[config.mk]
export PLATFORM = sky130hd
export DESIGN_NAME = cyclic_dma_seq
export DESIGN_NICKNAME = d
export VERILOG_FILES = /design/src/rtl/cyclic_dma_seq.sv
export SDC_FILE = /design/constraint.sdc
export NUM_CORES = 1
export LEC_CHECK = 0
export ABC_AREA = 1
export BUFFER_PORTS_ARGS = -buffer_cell sky130_fd_sc_hd__buf_2
export CAP_MARGIN = 30
export CORE_MARGIN = 1.5
export CORE_UTILIZATION = 33
export DETAILED_ROUTE_END_ITERATION = 7
export PLACE_DENSITY = 0.61
export REMOVE_ABC_BUFFERS = 1
export SLEW_MARGIN = 5
export SYNTH_ARGS = -nofsm -noshare
export SYNTH_HDL_FRONTEND = slang
export SYNTH_SLANG_ARGS = --single-unit
[constraint.sdc]
create_clock -name clk -period 4.3 [get_ports clk]
set_clock_uncertainty 0.05 [all_clocks]
set_input_delay 0.43 -clock clk [delete_from_list [all_inputs] [get_ports clk]]
set_output_delay 0.43 -clock clk [all_outputs]
set_load 0.005 [all_outputs]
[src/rtl/cyclic_dma_seq.sv]
module cyclic_dma_seq #(
  parameter int ADDR_W     = 32,
  parameter int LEN_W      = 16,
  parameter int MAX_BURST  = 16,
  parameter int BEAT_BYTES = 4,
  parameter int MAX_OUT    = 4,
  localparam int BURST_W   = $clog2(MAX_BURST + 1)
) (
  input  logic               clk,
  input  logic               rst_n,
  input  logic               enable,
  input  logic               cyclic,
  input  logic               submit,
  input  logic [ADDR_W-1:0]  start_addr,
  input  logic [LEN_W-1:0]   length,
  output logic               req_valid,
  input  logic               req_ready,
  output logic [ADDR_W-1:0]  req_addr,
  output logic [BURST_W-1:0] req_beats,
  input  logic               rsp_valid,
  output logic               beat_valid,
  input  logic               beat_ready,
  output logic               sot_irq,
  output logic               eot_irq,
  output logic               idle
);
  localparam int OUT_W = $clog2(MAX_OUT + 1);

  logic              running;
  logic [ADDR_W-1:0] base_q, addr_q;
  logic [LEN_W-1:0]  total_q, req_left, beat_left;
  logic [OUT_W-1:0]  out_cnt;

  wire req_fire  = req_valid && req_ready;
  wire beat_fire = beat_valid && beat_ready;
  wire rsp_take  = rsp_valid && (out_cnt != '0);
  wire pass_done = running && enable && (req_left == '0) && (beat_left == '0) && (out_cnt == '0);
  wire accept    = submit && enable && idle && (length != '0);

  assign idle       = (!enable || !running) && (out_cnt == '0);
  assign req_valid  = running && enable && (req_left != '0) && (out_cnt != OUT_W'(MAX_OUT));
  assign beat_valid = running && enable && (beat_left != '0);
  assign req_addr   = addr_q;
  assign req_beats  = (req_left > LEN_W'(MAX_BURST)) ? BURST_W'(MAX_BURST) : req_left[BURST_W-1:0];

  always_ff @(posedge clk or negedge rst_n) begin
    if (!rst_n) begin
      out_cnt <= '0;
    end else if (req_fire && !rsp_take) begin
      out_cnt <= out_cnt + 1'b1;
    end else if (rsp_take && !req_fire) begin
      out_cnt <= out_cnt - 1'b1;
    end
  end

  always_ff @(posedge clk or negedge rst_n) begin
    if (!rst_n) begin
      running   <= 1'b0;
      base_q    <= '0;
      addr_q    <= '0;
      total_q   <= '0;
      req_left  <= '0;
      beat_left <= '0;
      sot_irq   <= 1'b0;
      eot_irq   <= 1'b0;
    end else begin
      sot_irq <= accept;
      eot_irq <= pass_done && !cyclic;
      if (!enable) begin
        running <= 1'b0;
      end else if (accept) begin
        running   <= 1'b1;
        base_q    <= start_addr;
        addr_q    <= start_addr;
        total_q   <= length;
        req_left  <= length;
        beat_left <= length;
      end else if (pass_done) begin
        if (cyclic) begin
          addr_q    <= base_q;
          req_left  <= total_q;
          beat_left <= total_q;
        end else begin
          running <= 1'b0;
        end
      end else begin
        if (req_fire) begin
          addr_q   <= addr_q + ADDR_W'(req_beats) * ADDR_W'(BEAT_BYTES);
          req_left <= req_left - LEN_W'(req_beats);
        end
        if (beat_fire) beat_left <= beat_left - 1'b1;
      end
    end
  end

  assert_no_overflow_R3: assert property (@(posedge clk) disable iff (!rst_n)
    out_cnt <= OUT_W'(MAX_OUT));
  assert_req_hold_R2: assert property (@(posedge clk) disable iff (!rst_n)
    (req_valid && !req_ready) |=> (!enable || (req_valid && $stable(req_addr) && $stable(req_beats))));
  assert_burst_size_R2: assert property (@(posedge clk) disable iff (!rst_n)
    req_valid |-> (req_beats != '0) && (req_beats <= BURST_W'(MAX_BURST)));
  assert_no_eot_abort_R9: assert property (@(posedge clk) disable iff (!rst_n)
    !enable |=> !eot_irq);
  assert_idle_quiet_R10: assert property (@(posedge clk) disable iff (!rst_n)
    idle |-> (!req_valid && !beat_valid));
  assert_eot_idle_R5: assert property (@(posedge clk) disable iff (!rst_n)
    eot_irq |-> idle);
  assert_irq_apart_R8: assert property (@(posedge clk) disable iff (!rst_n)
    !(sot_irq && eot_irq));
endmodule

### Word level (Yosys, flattened, before mapping)

Cells that the tools add are included.

| word-level totals | value |
|---|---|
| bits in registers | 118 |
| input port bits | 56 |
| output and inout port bits | 42 |
| logic and storage cells | 74 |

| cells by class | value |
|---|---|
| add/subtract/negate cells | 5 |
| magnitude comparators | 1 |
| equality and inequality tests | 4 |
| mux-type cells | 18 |
| reduce and logical (&&, ||, !) cells | 37 |

Operators with widths:

| operator | count |
|---|---|
| $mux W32 | 4 |
| $mux W16 | 7 |
| $reduce_bool A16 Y1 | 3 |
| $add A32 B7 Y32 | 1 |
| $logic_not A16 Y1 | 2 |
| $logic_and A1 B1 Y1 | 17 |
| $gt A16 B5 Y1 const B | 1 |
| $sub A16 B1 Y16 const B | 1 |
| $sub A16 B5 Y16 | 1 |
| $reduce_bool A3 Y1 | 3 |
| $mux W3 | 2 |
| $ne A3 B2 Y1 const B | 2 |
| $reduce_and A3 Y1 | 2 |
| $logic_not A1 Y1 | 5 |
| $mux W5 | 1 |
| $mux W1 | 4 |
| $reduce_and A2 Y1 | 2 |
| $add A3 B1 Y3 const B | 1 |
| $logic_not A3 Y1 | 1 |
| $ne A3 B1 Y1 const B | 1 |
| $ne A3 B3 Y1 const B | 1 |
| $sub A3 B1 Y3 const B | 1 |
| $reduce_bool A2 Y1 | 1 |
| $logic_or A1 B1 Y1 | 1 |

### Depth between registers and ports, before layout

| depth | value |
|---|---|
| depth in word-level cells | 8 |
| mapped depth | 18 |
| depth with buffers taken out | 18 |

### Worst setup path before layout

OpenSTA, ideal clock, no wires.

| timing path | value |
|---|---|
| path kind | reg-to-reg |
| start point | register req_left[6] |
| end point | register addr_q[22], in the netlist req_addr[22] |
| setup time | 0.130 ns |
| arrival time | 2.624 ns |
| data required time | 4.120 ns |
| setup slack | 1.496 ns |
| stages on the path, launching flop included | 17 |
| buffers on the path | 0 |
| clock period less this slack | 2.804 ns |
| cells stage by stage | dfrtp_1 nor2_1 nand2_1 inv_1 nand3_2 nor2_1 ha_1 fa_1 nand3_1 nand3_1 a21oi_1 nor3_1 nand2_1 o21ai_0 nand2_1 o21ai_0 a31oi_1 |

| between the ends | value |
|---|---|
| cells in the longest elaborated chain, start to end | 6 |
| elaborated cells between the ends (all ways) | 17 |
| classes of those cells | 1 x add/sub; 1 x order compare; 1 x eq/ne; 4 x mux; 10 x reduce/logical |

Ends and longest elaborated chain:

| element | line | text |
|---|---|---|
| from (decl) | 31 | `logic [LEN_W-1:0] total_q, req_left, beat_left;` |
| from (signal assigned) | 76 | `req_left <= length;` |
| from (signal assigned) | 81 | `req_left <= total_q;` |
| from (signal assigned) | 89 | `req_left <= req_left - LEN_W'(req_beats);` |
| $gt A16 B5 Y1 | 44 | `assign req_beats = (req_left > LEN_W'(MAX_BURST)) ? BURST_W'(MAX_BURST) : req_left[BURST_W-1:0];` |
| $mux W5 | 44 |  |
| net req_beats[0] | 19 | `output logic [BURST_W-1:0] req_beats,` |
| $add A32 B7 Y32 | 88 | `addr_q <= addr_q + ADDR_W'(req_beats) * ADDR_W'(BEAT_BYTES);` |
| $mux W32 | 87 | `if (req_fire) begin` |
| $mux W32 | 78 | `end else if (pass_done) begin` |
| $mux W32 | 71 | `end else if (accept) begin` |
| to (signal assigned) | 74 | `addr_q <= start_addr;` |
| to (signal assigned) | 80 | `addr_q <= base_q;` |
| to (signal assigned) | 88 |  |
| to (decl) | 30 | `logic [ADDR_W-1:0] base_q, addr_q;` |

The timed path passes the listed nets, and every way through them passes these cells. The select of a mux whose other input is x is not followed.
A chain may end at the register's enable or synchronous reset.

### Worst setup path after layout

| timing path | value |
|---|---|
| start point | register req_left[6] |
| end point | register addr_q[21], in the netlist req_addr[21] |

| between the ends | value |
|---|---|
| cells in the longest elaborated chain, start to end | 6 |
| elaborated cells between the ends (all ways) | 17 |
| classes of those cells | 1 x add/sub; 1 x order compare; 1 x eq/ne; 4 x mux; 10 x reduce/logical |

Ends and longest elaborated chain:

| element | line |
|---|---|
| $gt A16 B5 Y1 (tied with other cells) | 44 |
| $mux W5 (tied with other cells) | 44 |
| $add A32 B7 Y32 (tied with other cells) | 88 |
| $mux W32 (tied with other cells) | 87 |
| $mux W32 (tied with other cells) | 78 |
| $mux W32 / $reduce_and A3 Y1 (equally long branches) | n/a |

Parallel ways exist; a longest one is shown, timed or not. The select of a mux whose other input is x is not followed.

==> key figures <==
Yosys
  – Unique masters post-synth: 40
  – Most used flip-flop cell after synthesis: dfrtp_1
  – Most common cell in the netlist: nand2_1
  – Seq/Total Area, Yosys: 0.426
  – Yosys warns: 0
  – Cell Area, Synth: ~6900 um2
  – EDFF count, synth: 0
  – Synth cell count leaders: nand2_1, dfrtp_1, nor2_1
  – FF+latch count, synth: 118
  – Synthesized area per cell: around 7.3 um2
  – Synth Instances: between 900 and 1000
  – Area contributors post-synth: dfrtp_1, nand2_1, o21ai_0, nor2_1, inv_1
  – Asr flop ratio synth: 1.00
  – Yosys top cell by area: dfrtp_1
  – Top cell type's share of synthesized area: 0.426

STA
  – Tmin final: about 3.3 ns
  – Slew Limit Fails: 0
  – PnR worst setup slack: around 1.0 ns
  – Tcrit/Tclk final: 0.760
  – Max-slew headroom: 0.456
  – Fmax: roughly 310 MHz
  – Setup TNS: 0 ns
  – Setup-failing EPs final: 0
  – RSZ-0062 raised after global routing: false
  – Worst slew pin tran: approximately 0.82 ns
  – Final Hold Vio Count: 0

GRT
  – Vias in the first global route: slightly above 6000
  – Gr usage total: 0.184
  – Pin count of the biggest net entering global routing: 81
  – Global-route wire length before repair: around 31000 um
  – Initial antenna violation count: 0
  – GR Overflow Total: 0

Critical path
  – Critical Path RT: roughly 4.5 ns
  – Critical path fanouts, max: 10
  – Crit path cell chain: nor2_1 -> nand2_1 -> inv_1 -> nand3_2 -> nor2_1 -> ha_1 -> a21oi_1 -> nand2_1 -> a21oi_1 -> nor2_1 -> nand2_1 -> nor2_1 -> xor2_1 -> o21ai_0 -> a31oi_1
  – CP most frequent cell: nor2_1
  – CP Launch Type: flop
  – Critical path's slowest cell: dfrtp_1
  – Crit path capture type: flop
  – Max incr delay on CP: just under 0.4 ns
  – WP buf/inv: 1
  – Critical path origin: req_left[6]
  – Critical Path AT: 3.49 ns
  – CP Class: flop to flop
  – Crit-path leading delay family: simple AND/OR/NAND/NOR gates
  – Reg-to-Reg Start: req_left[6]

Power
  – Worst VDD drop: ~0.35 mV
  – Pwr Density: 681 nW/um2
  – P_leak: about 4.1 nW

Die
  – Die X-Extent: between 100 and 150 um
  – Height of the die: approximately 150 um
  – Num rows: 52
  – Ports: 98
  – Core area: 20400 um2
  – Initial Utilization: 0.339
  – Die Area: 21900 um2

Detailed routing
  – Pre-antenna DRT Iters: 5
  – Drt drc: 0
  – Iteration-0 DRC Markers: between 300 and 400
  – Routed Antenna Nets: 0
  – Drt total wl: between 15000 and 20000 um
  – Drt wl/cell: around 15 um
  – Via count: between 6000 and 7000
  – DR vias/cell: 4.89

Hold path
  – Hold Crit Class: primary input to asynchronous set/reset pin

CTS
  – Total CTS buffers: 17
  – CTS hold repair buffers: 0
  – CTS tree: built
  – Clock root buffer: clkbuf_16
  – Post-cts repair resize count: 0
  – CTS clk-pin slew, worst paths: around 0.06 ns
  – Clock tree sinks: roughly 120
  – Setup bufs post-CTS: 0
  – Longest Clk Path Bufs: 2
  – Clk_lat worst skew: 0.43 ns
  – Htree depth: 4

Finish
  – Ant diodes: 0
  – Layout cells sized above 1: 0.158
  – Post-layout nets: between 1000 and 1500
  – Layout Utilization: 0.403
  – Syn-to-layout area delta: 19.0%

Placement
  – Worst slack at placement: 1.07 ns
  – Final estimated routing congestion in global placement: around 0.86
  – IO Port Bufs: a little under 100
  – Hpwl dp: between 10000 and 15000 um

Status
  – Outcome: finished clean

Flow run
  – Max_cap viols: 0
-- power breakdown --
part	switching (mW)	leakage, nW	internal, mW
sequential	0.458	1.42	1.64
clock	0.509	0.294	0.925
combinational	1.24	2.41	0.839
total	2.21	4.13	3.40
-- metal layers --
layer  up-vias  global-route usage  routed length, um
li1       3246                   -                  -
met1      3035               0.235               8860
met2       148               0.312               9220
met3        21              0.0395                872
met4         0              0.0540                247
met5         -                   0                  0
-- flip-flops by register name, summed over array words and instances, names as in the netlist --
register and flops:
out_cnt 3, total_q 16, running 1, sot_irq 1, base_q 32, req_addr 32
eot_irq 1, req_left 16, beat_left 16
-- worst reg2reg max path: cells and delay by family, from the launching register on --
kind,cells,cell delay [ns]
simple gates,8,1.20
compound gates,4,0.81
flops,1,0.39
fa+ha+maj,1,0.32
buf+inv,1,0.19
xor+xnor,1,0.14
-- per-stage QoR --
stage | cells | cell area, um2 | power (mW) | hold WS [ns]
finish | 1320 | 8240 | 5.61 | 0.0131
global route | 1320 | 8240 | 6.09 | 0.0730
detailed placement | 1290 | 7660 | 4.18 | 0.412
global placement | 1290 | 7660 | 4.13 | 0.407
CTS | 1320 | 8240 | 5.64 | 0.0418
floorplan | 915 | 6770 | 3.53 | 0.0844
-- path summary, 6_finish.rpt --
kind,cells after the start,endpoint,slack [ns]
min in group clk,2,eot_irq,0.15
max,15,req_addr[21],1.03
min reg2reg,2,base_q[25],0.42
min,1,total_q[3],0.01
max reg2reg,15,req_addr[21],1.03
max in group asynchronous,2,beat_left[13],3.26
-- kinds of logic after synthesis --
| kind of cell | Yosys count | synth area share |
|---|---|---|
| flops | 118 | 0.426 |
| xor+xnor | 34 | 0.0430 |
| compound gates | 175 | 0.141 |
| other cells | 1 | 0.000542 |
| fa+ha+maj | 10 | 0.0202 |
| simple gates | 468 | 0.284 |
| buf+inv | 141 | 0.0795 |
| mux | 3 | 0.00488 |
-- area by class of cell --
| type | instances | area [um2] |
|---|---|---|
| clock inverters | 11 | 133 |
| inverters | 106 | 398 |
| flip-flops and latches | 118 | 2950 |
| multi-input cells | 691 | 3420 |
| fillers | 2176 | 12200 |
| repair buffers | 105 | 548 |
| well taps | 270 | 338 |
| clock buffers | 19 | 453 |
-- placed cells by master (no fill, tap or decap), types with 3 or more instances in the layout --
cell type	instances
o21ai_0	106
nand3b_1	5
nand3_1	35
buf_4	9
nand3_2	3
xor2_1	20
inv_2	5
a31oi_1	35
clkinv_2	7
ha_1	8
xnor2_1	14
nor4_1	7
dfrtp_1	118
buf_2	96
mux2_2	3
inv_1	101
a21oi_1	21
nand4_1	14
nand2_2	3
nor2_2	3
nor2_1	116
nand2_1	265
clkbuf_16	17
nor3_1	8
bufinv_16	3
o21ai_2	7
Note: power is estimated with default switching activity, not from simulation.
